$ cat src/rtl/flow_seq_pkg.sv
package flow_seq_pkg;

    // Flow request codes carried on op_i
    typedef enum logic [2:0] {
        OP_SEQ     = 3'd0,
        OP_JUMP    = 3'd1,
        OP_JUMP_IF = 3'd2,
        OP_CALL    = 3'd3,
        OP_CALL_IF = 3'd4,
        OP_RET     = 3'd5,
        OP_IRET    = 3'd6,
        OP_RSVD    = 3'd7
    } flow_op_e;

    // Control register selects
    typedef enum logic [1:0] {
        CSR_PEND = 2'd0,
        CSR_MASK = 2'd1,
        CSR_ENAB = 2'd2,
        CSR_NONE = 2'd3
    } csr_sel_e;

    // Decoded request, already qualified by its condition
    typedef struct packed {
        logic jump;
        logic call;
        logic ret;
        logic iret;
    } flow_dec_t;

endpackage

$ cat src/rtl/flow_op_decode.sv
module flow_op_decode
    import flow_seq_pkg::*;
(
    input  flow_op_e  op_i,
    input  logic      cond_sel_i,
    input  logic      cond_neg_i,
    input  logic      carry_i,
    input  logic      zero_i,
    output flow_dec_t dec_o
);

    logic cond_hit;

    always_comb begin
        cond_hit = (cond_sel_i ? carry_i : zero_i) ^ cond_neg_i;
        dec_o    = '0;
        case (op_i)
            OP_JUMP:    dec_o.jump = 1'b1;
            OP_JUMP_IF: dec_o.jump = cond_hit;
            OP_CALL:    dec_o.call = 1'b1;
            OP_CALL_IF: dec_o.call = cond_hit;
            OP_RET:     dec_o.ret  = 1'b1;
            OP_IRET:    dec_o.iret = 1'b1;
            default:    dec_o      = '0;
        endcase
    end

endmodule

$ cat src/rtl/flow_ret_stack.sv
module flow_ret_stack #(
    parameter int DEPTH = 16,   // entries, 1 to 32
    parameter int W     = 12
) (
    input  logic         clk_i,
    input  logic         rst_ni,
    input  logic         push_i,
    input  logic         pop_i,
    input  logic [W-1:0] push_data_i,
    output logic [W-1:0] top_o,
    output logic         full_o,
    output logic         empty_o
);

    localparam int CW = $clog2(DEPTH + 1);
    localparam int IW = (DEPTH > 1) ? $clog2(DEPTH) : 1;

    typedef struct packed {
        logic [DEPTH-1:0][W-1:0] mem;
        logic [CW-1:0]           cnt;
    } stk_t;

    stk_t          st_d, st_q;
    logic [IW-1:0] wr_idx;
    logic [IW-1:0] rd_idx;

    always_comb begin
        full_o  = (st_q.cnt == CW'(DEPTH));
        empty_o = (st_q.cnt == '0);
        wr_idx  = IW'(st_q.cnt);
        rd_idx  = IW'(st_q.cnt - CW'(1));
        top_o   = st_q.mem[rd_idx];

        st_d = st_q;
        // requests that would overflow or underflow leave the state alone
        if (push_i && !full_o) begin
            st_d.mem[wr_idx] = push_data_i;
            st_d.cnt         = st_q.cnt + CW'(1);
        end else if (pop_i && !empty_o) begin
            st_d.cnt = st_q.cnt - CW'(1);
        end
    end

    always_ff @(posedge clk_i or negedge rst_ni) begin
        if (!rst_ni) begin
            st_q <= '0;
        end else begin
            st_q <= st_d;
        end
    end

endmodule

$ cat src/rtl/flow_irq_ctrl.sv
module flow_irq_ctrl
    import flow_seq_pkg::*;
#(
    parameter int IRQ_W = 8
) (
    input  logic             clk_i,
    input  logic             rst_ni,
    input  logic [IRQ_W-1:0] irq_req_i,
    input  logic             csr_we_i,
    input  csr_sel_e         csr_sel_i,
    input  logic [IRQ_W-1:0] csr_wdata_i,
    input  logic             enter_i,
    input  logic             leave_i,
    output logic             fire_o,
    output logic [IRQ_W-1:0] csr_rdata_o
);

    typedef struct packed {
        logic [IRQ_W-1:0] pend;
        logic [IRQ_W-1:0] mask;
        logic             enab;
    } irq_t;

    irq_t st_d, st_q;

    always_comb begin
        st_d = st_q;

        // pending: software value or held value, plus live request levels
        if (csr_we_i && csr_sel_i == CSR_PEND) begin
            st_d.pend = csr_wdata_i | irq_req_i;
        end else begin
            st_d.pend = st_q.pend | irq_req_i;
        end

        if (csr_we_i && csr_sel_i == CSR_MASK) begin
            st_d.mask = csr_wdata_i;
        end

        if (csr_we_i && csr_sel_i == CSR_ENAB) begin
            st_d.enab = |csr_wdata_i;
        end
        if (enter_i) begin
            st_d.enab = 1'b0;
        end else if (leave_i) begin
            st_d.enab = 1'b1;
        end

        fire_o = st_q.enab && |(st_q.pend & st_q.mask);

        case (csr_sel_i)
            CSR_PEND: csr_rdata_o = st_q.pend;
            CSR_MASK: csr_rdata_o = st_q.mask;
            CSR_ENAB: csr_rdata_o = {{(IRQ_W-1){1'b0}}, st_q.enab};
            default:  csr_rdata_o = '0;
        endcase
    end

    always_ff @(posedge clk_i or negedge rst_ni) begin
        if (!rst_ni) begin
            st_q <= '0;
        end else begin
            st_q <= st_d;
        end
    end

endmodule

$ cat src/rtl/flow_sequencer.sv
module flow_sequencer
    import flow_seq_pkg::*;
#(
    parameter int PC_W  = 12,
    parameter int DEPTH = 16,
    parameter int IRQ_W = 8
) (
    input  logic             clk_i,
    input  logic             rst_ni,
    input  logic             step_i,
    input  logic [2:0]       op_i,
    input  logic [PC_W-1:0]  target_i,
    input  logic             cond_sel_i,
    input  logic             cond_neg_i,
    input  logic             carry_i,
    input  logic             zero_i,
    input  logic [IRQ_W-1:0] irq_req_i,
    input  logic             csr_we_i,
    input  logic [1:0]       csr_sel_i,
    input  logic [IRQ_W-1:0] csr_wdata_i,
    output logic [PC_W-1:0]  pc_o,
    output logic             irq_entry_o,
    output logic             restore_o,
    output logic             carry_sh_o,
    output logic             zero_sh_o,
    output logic [IRQ_W-1:0] csr_rdata_o,
    output logic             stack_err_o
);

    localparam logic [PC_W-1:0] RESET_PC  = PC_W'(1);
    localparam logic [PC_W-1:0] VECTOR_PC = '0;

    typedef struct packed {
        logic [PC_W-1:0] pc;
        logic            err;
        logic            entry;
        logic            restore;
        logic            c_sh;
        logic            z_sh;
    } seq_t;

    seq_t            st_d, st_q;
    flow_dec_t       dec;
    logic            fire;
    logic            take;
    logic            push_req;
    logic            pop_req;
    logic [PC_W-1:0] push_data;
    logic [PC_W-1:0] stk_top;
    logic            stk_full;
    logic            stk_empty;
    logic            leave;
    logic [PC_W-1:0] pc_inc;

    flow_op_decode u_dec (
        .op_i       (flow_op_e'(op_i)),
        .cond_sel_i (cond_sel_i),
        .cond_neg_i (cond_neg_i),
        .carry_i    (carry_i),
        .zero_i     (zero_i),
        .dec_o      (dec)
    );

    flow_ret_stack #(
        .DEPTH (DEPTH),
        .W     (PC_W)
    ) u_stack (
        .clk_i       (clk_i),
        .rst_ni      (rst_ni),
        .push_i      (push_req),
        .pop_i       (pop_req),
        .push_data_i (push_data),
        .top_o       (stk_top),
        .full_o      (stk_full),
        .empty_o     (stk_empty)
    );

    flow_irq_ctrl #(
        .IRQ_W (IRQ_W)
    ) u_irq (
        .clk_i       (clk_i),
        .rst_ni      (rst_ni),
        .irq_req_i   (irq_req_i),
        .csr_we_i    (csr_we_i),
        .csr_sel_i   (csr_sel_e'(csr_sel_i)),
        .csr_wdata_i (csr_wdata_i),
        .enter_i     (take),
        .leave_i     (leave),
        .fire_o      (fire),
        .csr_rdata_o (csr_rdata_o)
    );

    always_comb begin
        st_d         = st_q;
        st_d.entry   = 1'b0;
        st_d.restore = 1'b0;
        take         = step_i && fire;
        leave        = 1'b0;
        push_req     = 1'b0;
        pop_req      = 1'b0;
        push_data    = '0;
        pc_inc       = st_q.pc + PC_W'(1);

        if (take) begin
            // interrupt entry replaces the request of this step
            push_req    = 1'b1;
            push_data   = st_q.pc;
            st_d.pc     = VECTOR_PC;
            st_d.c_sh   = carry_i;
            st_d.z_sh   = zero_i;
            st_d.entry  = 1'b1;
        end else if (step_i) begin
            st_d.pc = pc_inc;
            if (dec.jump) begin
                st_d.pc = target_i;
            end
            if (dec.call) begin
                push_req  = 1'b1;
                push_data = pc_inc;
                if (!stk_full) begin
                    st_d.pc = target_i;
                end
            end
            if (dec.ret || dec.iret) begin
                pop_req = 1'b1;
                if (!stk_empty) begin
                    st_d.pc = stk_top;
                end
            end
            if (dec.iret) begin
                leave        = 1'b1;
                st_d.restore = 1'b1;
            end
        end

        st_d.err = st_q.err || (push_req && stk_full) || (pop_req && stk_empty);
    end

    always_ff @(posedge clk_i or negedge rst_ni) begin
        if (!rst_ni) begin
            st_q    <= '0;
            st_q.pc <= RESET_PC;
        end else begin
            st_q <= st_d;
        end
    end

    assign pc_o        = st_q.pc;
    assign irq_entry_o = st_q.entry;
    assign restore_o   = st_q.restore;
    assign carry_sh_o  = st_q.c_sh;
    assign zero_sh_o   = st_q.z_sh;
    assign stack_err_o = st_q.err;

endmodule

$ cat config.mk
export PLATFORM = sky130hd
export DESIGN_NAME = flow_sequencer
export DESIGN_NICKNAME = d
export VERILOG_FILES = /design/src/rtl/flow_seq_pkg.sv /design/src/rtl/flow_op_decode.sv /design/src/rtl/flow_ret_stack.sv /design/src/rtl/flow_irq_ctrl.sv /design/src/rtl/flow_sequencer.sv
export SDC_FILE = /design/constraint.sdc
export NUM_CORES = 1
export LEC_CHECK = 0
export BUFFER_PORTS_ARGS = -buffer_cell sky130_fd_sc_hd__buf_2
export CORE_AREA = 5 5 164 166
export CTS_BUF_LIST = sky130_fd_sc_hd__clkbuf_8
export CTS_CLUSTER_SIZE = 24
export DETAILED_ROUTE_END_ITERATION = 8
export DIE_AREA = 0 0 169 171
export GPL_TIMING_DRIVEN = 1
export HOLD_SLACK_MARGIN = 0.03
export PLACE_DENSITY = 0.58
export SYNTH_ARGS = -nofsm -noshare
export SYNTH_HDL_FRONTEND = slang
export SYNTH_SLANG_ARGS = --single-unit
export TNS_END_PERCENT = 20
$ cat constraint.sdc
create_clock -name clk_i -period 7.8 [get_ports clk_i]
set_input_delay 0.39 -clock clk_i [delete_from_list [all_inputs] [get_ports clk_i]]
set_output_delay 0.39 -clock clk_i [all_outputs]
set_load 0.005 [all_outputs]
==> metrics.csv, run 1 <==
stage,metric,value,unit
run_status,outcome,"complete, no violations",
critical_path,endpoint_kind,register,
logic_synthesis,yosys_warnings,0,
timing,slew_headroom,0.186,
cts,clk_pin_slew,0.06,ns
hold_path,whs_path_depth,2,
cts,htree_levels,2,
pwr,internal_power,2.95,mW
pwr,p_seq_frac,0.399,
logic_synthesis,synth.avg_cell_area,11.1,sq um
pwr,p_sw_frac,0.367,
critical_path,critPathTopFamily,multiplexers,
die,rows,59,
critical_path,reg2reg_from,u_stack.st_q[1]$_DFFE_PN0P_,
route,route.detailed.drc,0,
pwr,p_leak,5.74,nW
timing,rsz0062_at_grt,false,
final_layout,final_cell_mix,"dfrtp_1 (229), nand2_1 (176), o21ai_0 (156)",
route,wl,28500,um
hold_path,min_to,u_irq.st_q[11]$_DFF_PN0_,
cts,cts_tree,done,
logic_synthesis,synth_seq_area_share,0.517,
run,maxCapViolations,0,
route,ant_nets,0,
timing,fin_skew,0.0289,ns
cts,clock-sinks,231,
final_layout,area_growth_syn_to_layout,12.8,%
die,die_h,171,um
critical_path,crit_chain,inv_1 > ha_2 > buf_4 > mux4_2 > mux4_2 > a221o_1,
hold_path,hold_start,irq_req_i[2],
route,first_pass_iters,6,
timing,tns,0,ns
final_layout,post-route-util,0.496,
pwr,power_switching,1.72,mW
logic_synthesis,synthDominantCellAreaShare,0.514,
cts,clock-root-buffer,clkbuf_8,
die,start_util,0.439,
die,die_area,28900,sq um
grt,grt_pass1_wl,45900,um
pwr,ir_drop,0.205,mV
logic_synthesis,yosysTopAreaCell,dfrtp_1,
route,viasPerCell,5.52,
critical_path,rrSetupSlack,4.49,ns
logic_synthesis,synth_area,11200,sq um
logic_synthesis,ys_seq_elements,231,
cts,numCtsBuffers,41,
timing,period_share,0.425,
critical_path,r2r_end,pc_o[6]$_DFFE_PN0P_,
critical_path,cpMaxStageDelayCell,ha_2,
final_layout,stdcell_count,1434,
timing,finalCriticalPeriod,3.31,ns
logic_synthesis,synth_edf_count,0,
critical_path,max_stage_delay,0.85,ns
die,design.core.area,25500,sq um
logic_synthesis,ys.flop_type,dfrtp_1,
hold_path,min_path_type,input pin to register,
route,wl_per_cell,19.9,um
critical_path,cp_max_fo,28,
final_layout,layout_commonest_cell,dfrtp_1,
final_layout,n_antenna_cell,0,
critical_path,cp.arrival,3.75,ns
grt,grt_pass1_vias,8011,
route,drt-initial-drc-count,679,
die,ioPinCount,66,
logic_synthesis,synth.distinct_cells,60,
cts,cts_buffer_depth,3,
critical_path,worst-setup-path-type,register to register,
final_layout,fin_nets,1117,
logic_synthesis,synth_area_leaders,"dfrtp_1 (51%), mux4_2 (11%), o21ai_0 (7.0%), nand2_1 (5.9%), mux2i_1 (4.3%)",
timing,fin_hold_ws,0.0543,ns
cts,cts_resized,0,
pwr,clockPowerShare,0.235,
cts,clk_latency,0.55,ns
critical_path,cp_common_cell,mux4_2,
timing,hold_viol,0,
die,die-width,169,um
logic_synthesis,synth_nets,1055,
critical_path,start_kind,register,
critical_path,required,8.24,ns
placement,port_buffers,65,
cts,cts_setup_buffers,0,
logic_synthesis,synthCells,1008,
pwr,comb_power_share,0.366,
pwr,powerDensity,370,nW/um^2
timing,tightest_slew,1.22,ns
cts,ctsHoldBuffers,2,
timing,max_freq,302,MHz
grt,antenna_found_initial,0,
timing,drv_slew,0,
placement,gp_congestion,0.784,
pwr,total_power,4.67,mW
route,vias,7922,
placement,place_inst,1360,
final_layout,drive_gt1_frac,0.221,
placement,dpl.hpwl,17600,um
grt,grt_max_degree,131,
grt,grt-ovfl-total,0,
logic_synthesis,synthArstFlopShare,1.00,
critical_path,path_buf_inv,2,
critical_path,reg2regPathDepth,6,
grt,grtUsageTotal,0.202,
timing,setup_viol,0,
## cell families (layout without fill, tap and decap cells)
logic type	count (synthesis)	count (layout)	synth area share
buffers and inverters	119	210	0.0491
flip-flops	231	231	0.517
XOR/XNOR	9	9	0.00704
adder cells (fa/ha/maj)	6	6	0.00671
AO/OA/AOI/OAI	254	254	0.147
multiplexers	115	115	0.167
AND/OR/NAND/NOR	274	274	0.107
## routing by layer
layer	global-route usage	share of wire	up-vias
li1	-	-	3734
met2	0.324	0.46	205
met5	0	0	-
met4	0.0476	0.017	0
met1	0.291	0.47	3942
met3	0.0333	0.053	41
## power by group through the flow
stage	clock (mW)	combinational, mW	sequential [mW]
floorplan	0	1.29	1.78
global placement	0	1.70	1.87
detailed placement	0	1.73	1.87
CTS	1.13	1.73	1.86
global route	1.17	1.88	1.92
finish	1.10	1.71	1.86
## synthesized netlist by cell type (7+ instances only)
cell / n
mux4_2: 56
a21oi_1: 18
a22oi_2: 7
clkbuf_1: 26
mux2_2: 11
nor2_1: 34
o21ai_0: 156
dfrtp_1: 230
buf_4: 8
mux2i_1: 48
nand2b_1: 7
a211o_1: 8
a221o_1: 8
o2111ai_1: 8
inv_1: 45
nor2b_1: 16
nand2_1: 176
nand4_1: 8
buf_2: 34
## stage by stage
step                      worst slack, ns  instance area, sq um
after floorplan                      4.64                 11200
after global placement               4.45                 11800
after detailed placement             4.45                 11800
after CTS                            4.47                 12600
after global routing                 4.33                 12600
final                                4.49                 12600
## how the worst max path moves through the flow
| stage | startpoint | depth (start not counted) | slack, ns | end |
|---|---|---|---|---|
| finish | u_stack.st_q[1]$_DFFE_PN0P_ | 6 | 4.49 | pc_o[6]$_DFFE_PN0P_ |
| global route | u_irq.st_q[1]$_DFFE_PN0P_ | 7 | 4.33 | u_stack.st_q[151]$_DFFE_PN0P_ |
| CTS | u_stack.st_q[1]$_DFFE_PN0P_ | 6 | 4.47 | pc_o[6]$_DFFE_PN0P_ |
| detailed placement | u_stack.st_q[1]$_DFFE_PN0P_ | 6 | 4.45 | pc_o[6]$_DFFE_PN0P_ |
| global placement | u_stack.st_q[1]$_DFFE_PN0P_ | 6 | 4.45 | pc_o[6]$_DFFE_PN0P_ |
| floorplan | u_stack.st_q[0]$_DFFE_PN0P_ | 10 | 4.64 | pc_o[11]$_DFFE_PN0P_ |
## registers in the layout, summed over array words and instances (netlist names)
signal        cells
u_stack.st_q    197
u_irq.st_q       17
pc_o             12
carry_sh_o        1
irq_entry_o       1
restore_o         1
stack_err_o       1
zero_sh_o         1
## area by class of cell
| type | instances | area (sq um) |
|---|---|---|
| clock buffers | 52 | 716 |
| clock inverters | 20 | 91.3 |
| fillers | 2346 | 12800 |
| inverters | 47 | 176 |
| multi-input cells | 658 | 4900 |
| flip-flops and latches | 231 | 5790 |
| well taps | 335 | 419 |
| repair buffers | 91 | 536 |
(Power assumes the default switching activity.)
==> run 2: changes to the inputs <==
--- a/config.mk
+++ b/config.mk
@@ -5,15 +5,16 @@
 export SDC_FILE = /design/constraint.sdc
 export NUM_CORES = 1
 export LEC_CHECK = 0
+export ABC_AREA = 1
 export BUFFER_PORTS_ARGS = -buffer_cell sky130_fd_sc_hd__buf_2
-export CORE_AREA = 5 5 164 166
+export CORE_AREA = 5 5 174 176
 export CTS_BUF_LIST = sky130_fd_sc_hd__clkbuf_8
 export CTS_CLUSTER_SIZE = 24
 export DETAILED_ROUTE_END_ITERATION = 8
-export DIE_AREA = 0 0 169 171
+export DIE_AREA = 0 0 179 181
 export GPL_TIMING_DRIVEN = 1
 export HOLD_SLACK_MARGIN = 0.03
-export PLACE_DENSITY = 0.58
+export PLACE_DENSITY = 0.61
 export SYNTH_ARGS = -nofsm -noshare
 export SYNTH_HDL_FRONTEND = slang
 export SYNTH_SLANG_ARGS = --single-unit
==> constraint.sdc (replaced) <==
create_clock -name clk_i -period 2.8 [get_ports clk_i]
set_input_delay 0.14 -clock clk_i [delete_from_list [all_inputs] [get_ports clk_i]]
set_output_delay 0.14 -clock clk_i [all_outputs]
set_load 0.005 [all_outputs]
==> run 2 against run 1 <==
Net effect: synthesized cell count increased by 77%; wire length increased by 39%; final area increased by 15%; clock skew increased by 0.0029 ns; sequential cell count unchanged; first-iteration DRC count increased by 71%; largest cell class is now multi-input combinational cells.
==> metrics.csv, run 2 <==
stage,metric,value,unit
pwr,clockPowerShare,0.208,
logic_synthesis,synth.distinct_cells,37,
placement,port_buffers,65,
die,rows,62,
grt,grt-ovfl-total,0,
critical_path,start_kind,register,
die,die-width,179,um
pwr,p_leak,7.86,nW
timing,fin_skew,0.0318,ns
logic_synthesis,yosys_warnings,0,
final_layout,multi_input_area,5890,sq um
timing,max_freq,397,MHz
logic_synthesis,synth.avg_cell_area,7.13,sq um
final_layout,area_growth_syn_to_layout,14.4,%
logic_synthesis,ys_seq_elements,231,
timing,finalCriticalPeriod,2.52,ns
timing,rsz0062_at_grt,false,
die,die_h,181,um
critical_path,cp_max_fo,16,
critical_path,worst-setup-path-type,register to register,
grt,antenna_found_initial,0,
timing,tns,0,ns
final_layout,top_register,u_stack.st_q,
final_layout,layout_commonest_cell,nand2_1,
cts,htree_levels,2,
pwr,p_sw_frac,0.450,
pwr,ir_drop,0.638,mV
grt,grt_pass1_wl,63600,um
cts,clock-sinks,231,
cts,cts_tree,done,
critical_path,cpMaxStageDelayCell,dfrtp_4,
route,wl,39700,um
cts,numCtsBuffers,42,
final_layout,n_antenna_cell,0,
final_layout,stdcell_count,2287,
logic_synthesis,synth_seq_area_share,0.456,
route,viasPerCell,5.15,
timing,drv_slew,0,
pwr,comb_power_share,0.476,
critical_path,crit_chain,inv_2 > ha_2 > nand3_2 > nand2_4 > buf_4 > nor2_1 > buf_4 > nand2_1 > nand2_1,
critical_path,critPathTopFamily,simple AND/OR/NAND/NOR gates,
die,design.core.area,28500,sq um
final_layout,n_fill_cell,2805,
timing,period_share,0.900,
final_layout,fin_nets,1920,
logic_synthesis,synth_area_leaders,"dfrtp_1 (45%), nand2_1 (25%), nand3_1 (7.3%), nor2_1 (4.1%), inv_1 (2.7%)",
logic_synthesis,synth.most_common_cell,nand2_1,
route,drt-initial-drc-count,1160,
route,vias,11800,
route,wl_per_cell,17.4,um
pwr,total_power,15.4,mW
pwr,internal_power,8.50,mW
run_status,outcome,"complete, no violations",
route,ant_nets,0,
grt,grt_pass1_vias,11500,
critical_path,cp.arrival,2.94,ns
logic_synthesis,synth_commonest_cells,"nand2_1 (862), dfrtp_1 (230), nand3_1 (185)",
grt,grt_max_degree,89,
critical_path,path_buf_inv,3,
placement,pre_cts_ws,0.334,ns
logic_synthesis,synth_nets,1828,
logic_synthesis,synthCells,1781,
timing,slew_headroom,0.293,
cts,cts_resized,0,
pwr,power_switching,6.94,mW
cts,cts_buffer_depth,3,
grt,grtUsageTotal,0.247,
logic_synthesis,ys.flop_type,dfrtp_1,
die,start_util,0.446,
pwr,powerDensity,1060,nW/um^2
cts,clk_pin_slew,0.07,ns
timing,setup_ws,0.280,ns
die,die_area,32400,sq um
critical_path,required,3.22,ns
route,first_pass_iters,8,
placement,dpl.hpwl,24900,um
final_layout,drive_gt1_frac,0.137,
final_layout,seqCellArea,5790,sq um
cts,clock-root-buffer,clkbuf_8,
logic_synthesis,synthDominantCellAreaShare,0.454,
logic_synthesis,synth_area,12700,sq um
hold_path,min_path_type,input pin to register,
logic_synthesis,synthArstFlopShare,1.00,
timing,tightest_slew,1.06,ns
die,ioPinCount,66,
logic_synthesis,synth_edf_count,0,
critical_path,max_stage_delay,0.47,ns
placement,place_inst,2170,
cts,clk_latency,0.56,ns
placement,gp_congestion,0.898,
logic_synthesis,yosysTopAreaCell,dfrtp_1,
route,route.detailed.drc,0,
critical_path,endpoint_kind,register,
timing,setup_viol,0,
pwr,p_seq_frac,0.316,
final_layout,final_cell_mix,"nand2_1 (862), dfrtp_1 (229), nand3_1 (185)",
final_layout,largest_reg_flops,197,
run,maxCapViolations,0,
timing,hold_viol,0,
==> run 2: stage by stage <==
| step | cell area (sq um) | hold slack [ns] | util |
|---|---|---|---|
| 2_1_floorplan | 12700 | -0.156 | - |
| 3_3_place_gp | 13200 | 0.188 | 0.465 |
| 3_5_place_dp | 13200 | 0.188 | 0.465 |
| 4_1_cts | 14500 | 0.0381 | 0.510 |
| 5_1_grt | 14500 | 0.0783 | 0.510 |
| 6_report | 14500 | 0.0475 | 0.510 |
==> run 2: worst reg2reg max path, cell delays in order (launching register included) <==
cell	delay, ns
dfrtp_4	0.47
inv_2	0.12
ha_2	0.32
nand3_2	0.34
nand2_4	0.38
buf_4	0.33
nor2_1	0.07
buf_4	0.20
nand2_1	0.08
nand2_1	0.06
==> run 2: cell families after synthesis <==
| logic type | count (synthesis) | share of synthesized area |
|---|---|---|
| and+or+nand+nor | 1283 | 0.425 |
| DFF | 231 | 0.456 |
| buffers and inverters | 203 | 0.0804 |
| AOI/OAI and AO/OA | 44 | 0.0217 |
| xor gates and xnor gates | 13 | 0.0102 |
| adders and majority gates | 6 | 0.00592 |
| muxes | 1 | 0.000887 |
==> run 2: final timing paths <==
check                      cells after the start                         from  slack, ns                             to
min                                            5                       step_i       0.05          zero_sh_o$_DFFE_PN0P_
max in group asynchronous                      3                       rst_ni       1.72   u_stack.st_q[63]$_DFFE_PN0P_
min in group asynchronous                      2                       rst_ni       0.19  u_stack.st_q[131]$_DFFE_PN0P_
max                                            9  u_stack.st_q[0]$_DFFE_PN0P_       0.28  u_stack.st_q[143]$_DFFE_PN0P_
max reg2reg                                    9  u_stack.st_q[0]$_DFFE_PN0P_       0.28  u_stack.st_q[143]$_DFFE_PN0P_
min reg2reg                                    2        stack_err_o$_DFF_PN0_       0.46          stack_err_o$_DFF_PN0_
==> run 2: area by class of cell <==
cell class	instances	share of cell area
inverters	98	0.0253
well taps	384	0.0331
clock buffers	53	0.0502
flip-flops and latches	231	0.398
multi-input cells	1347	0.406
repair buffers	153	0.0794
clock inverters	21	0.00767
==> run 2: what timing repair did <==
action	in CTS	in global routing
hold buffers	43	0
hold endpoints to repair	103	0
buffers inserted	0	0
==> run 2: routing by layer <==
metal  track usage  routed length [um]  up-vias
li1              -                   -     5670
met1         0.337               17200     5562
met2         0.392               18400      448
met3        0.0443                2570      103
met4        0.0940                1630        0
met5             0                   0        -
==> run 2: power groups by stage <==
stage	registers (mW)	clock network [mW]	logic (mW)
finish	4.88	3.21	7.35
global route	4.99	3.46	8.11
CTS	4.87	3.27	7.32
detailed placement	4.91	0	7.24
global placement	4.90	0	7.17
floorplan	4.70	0	5.01
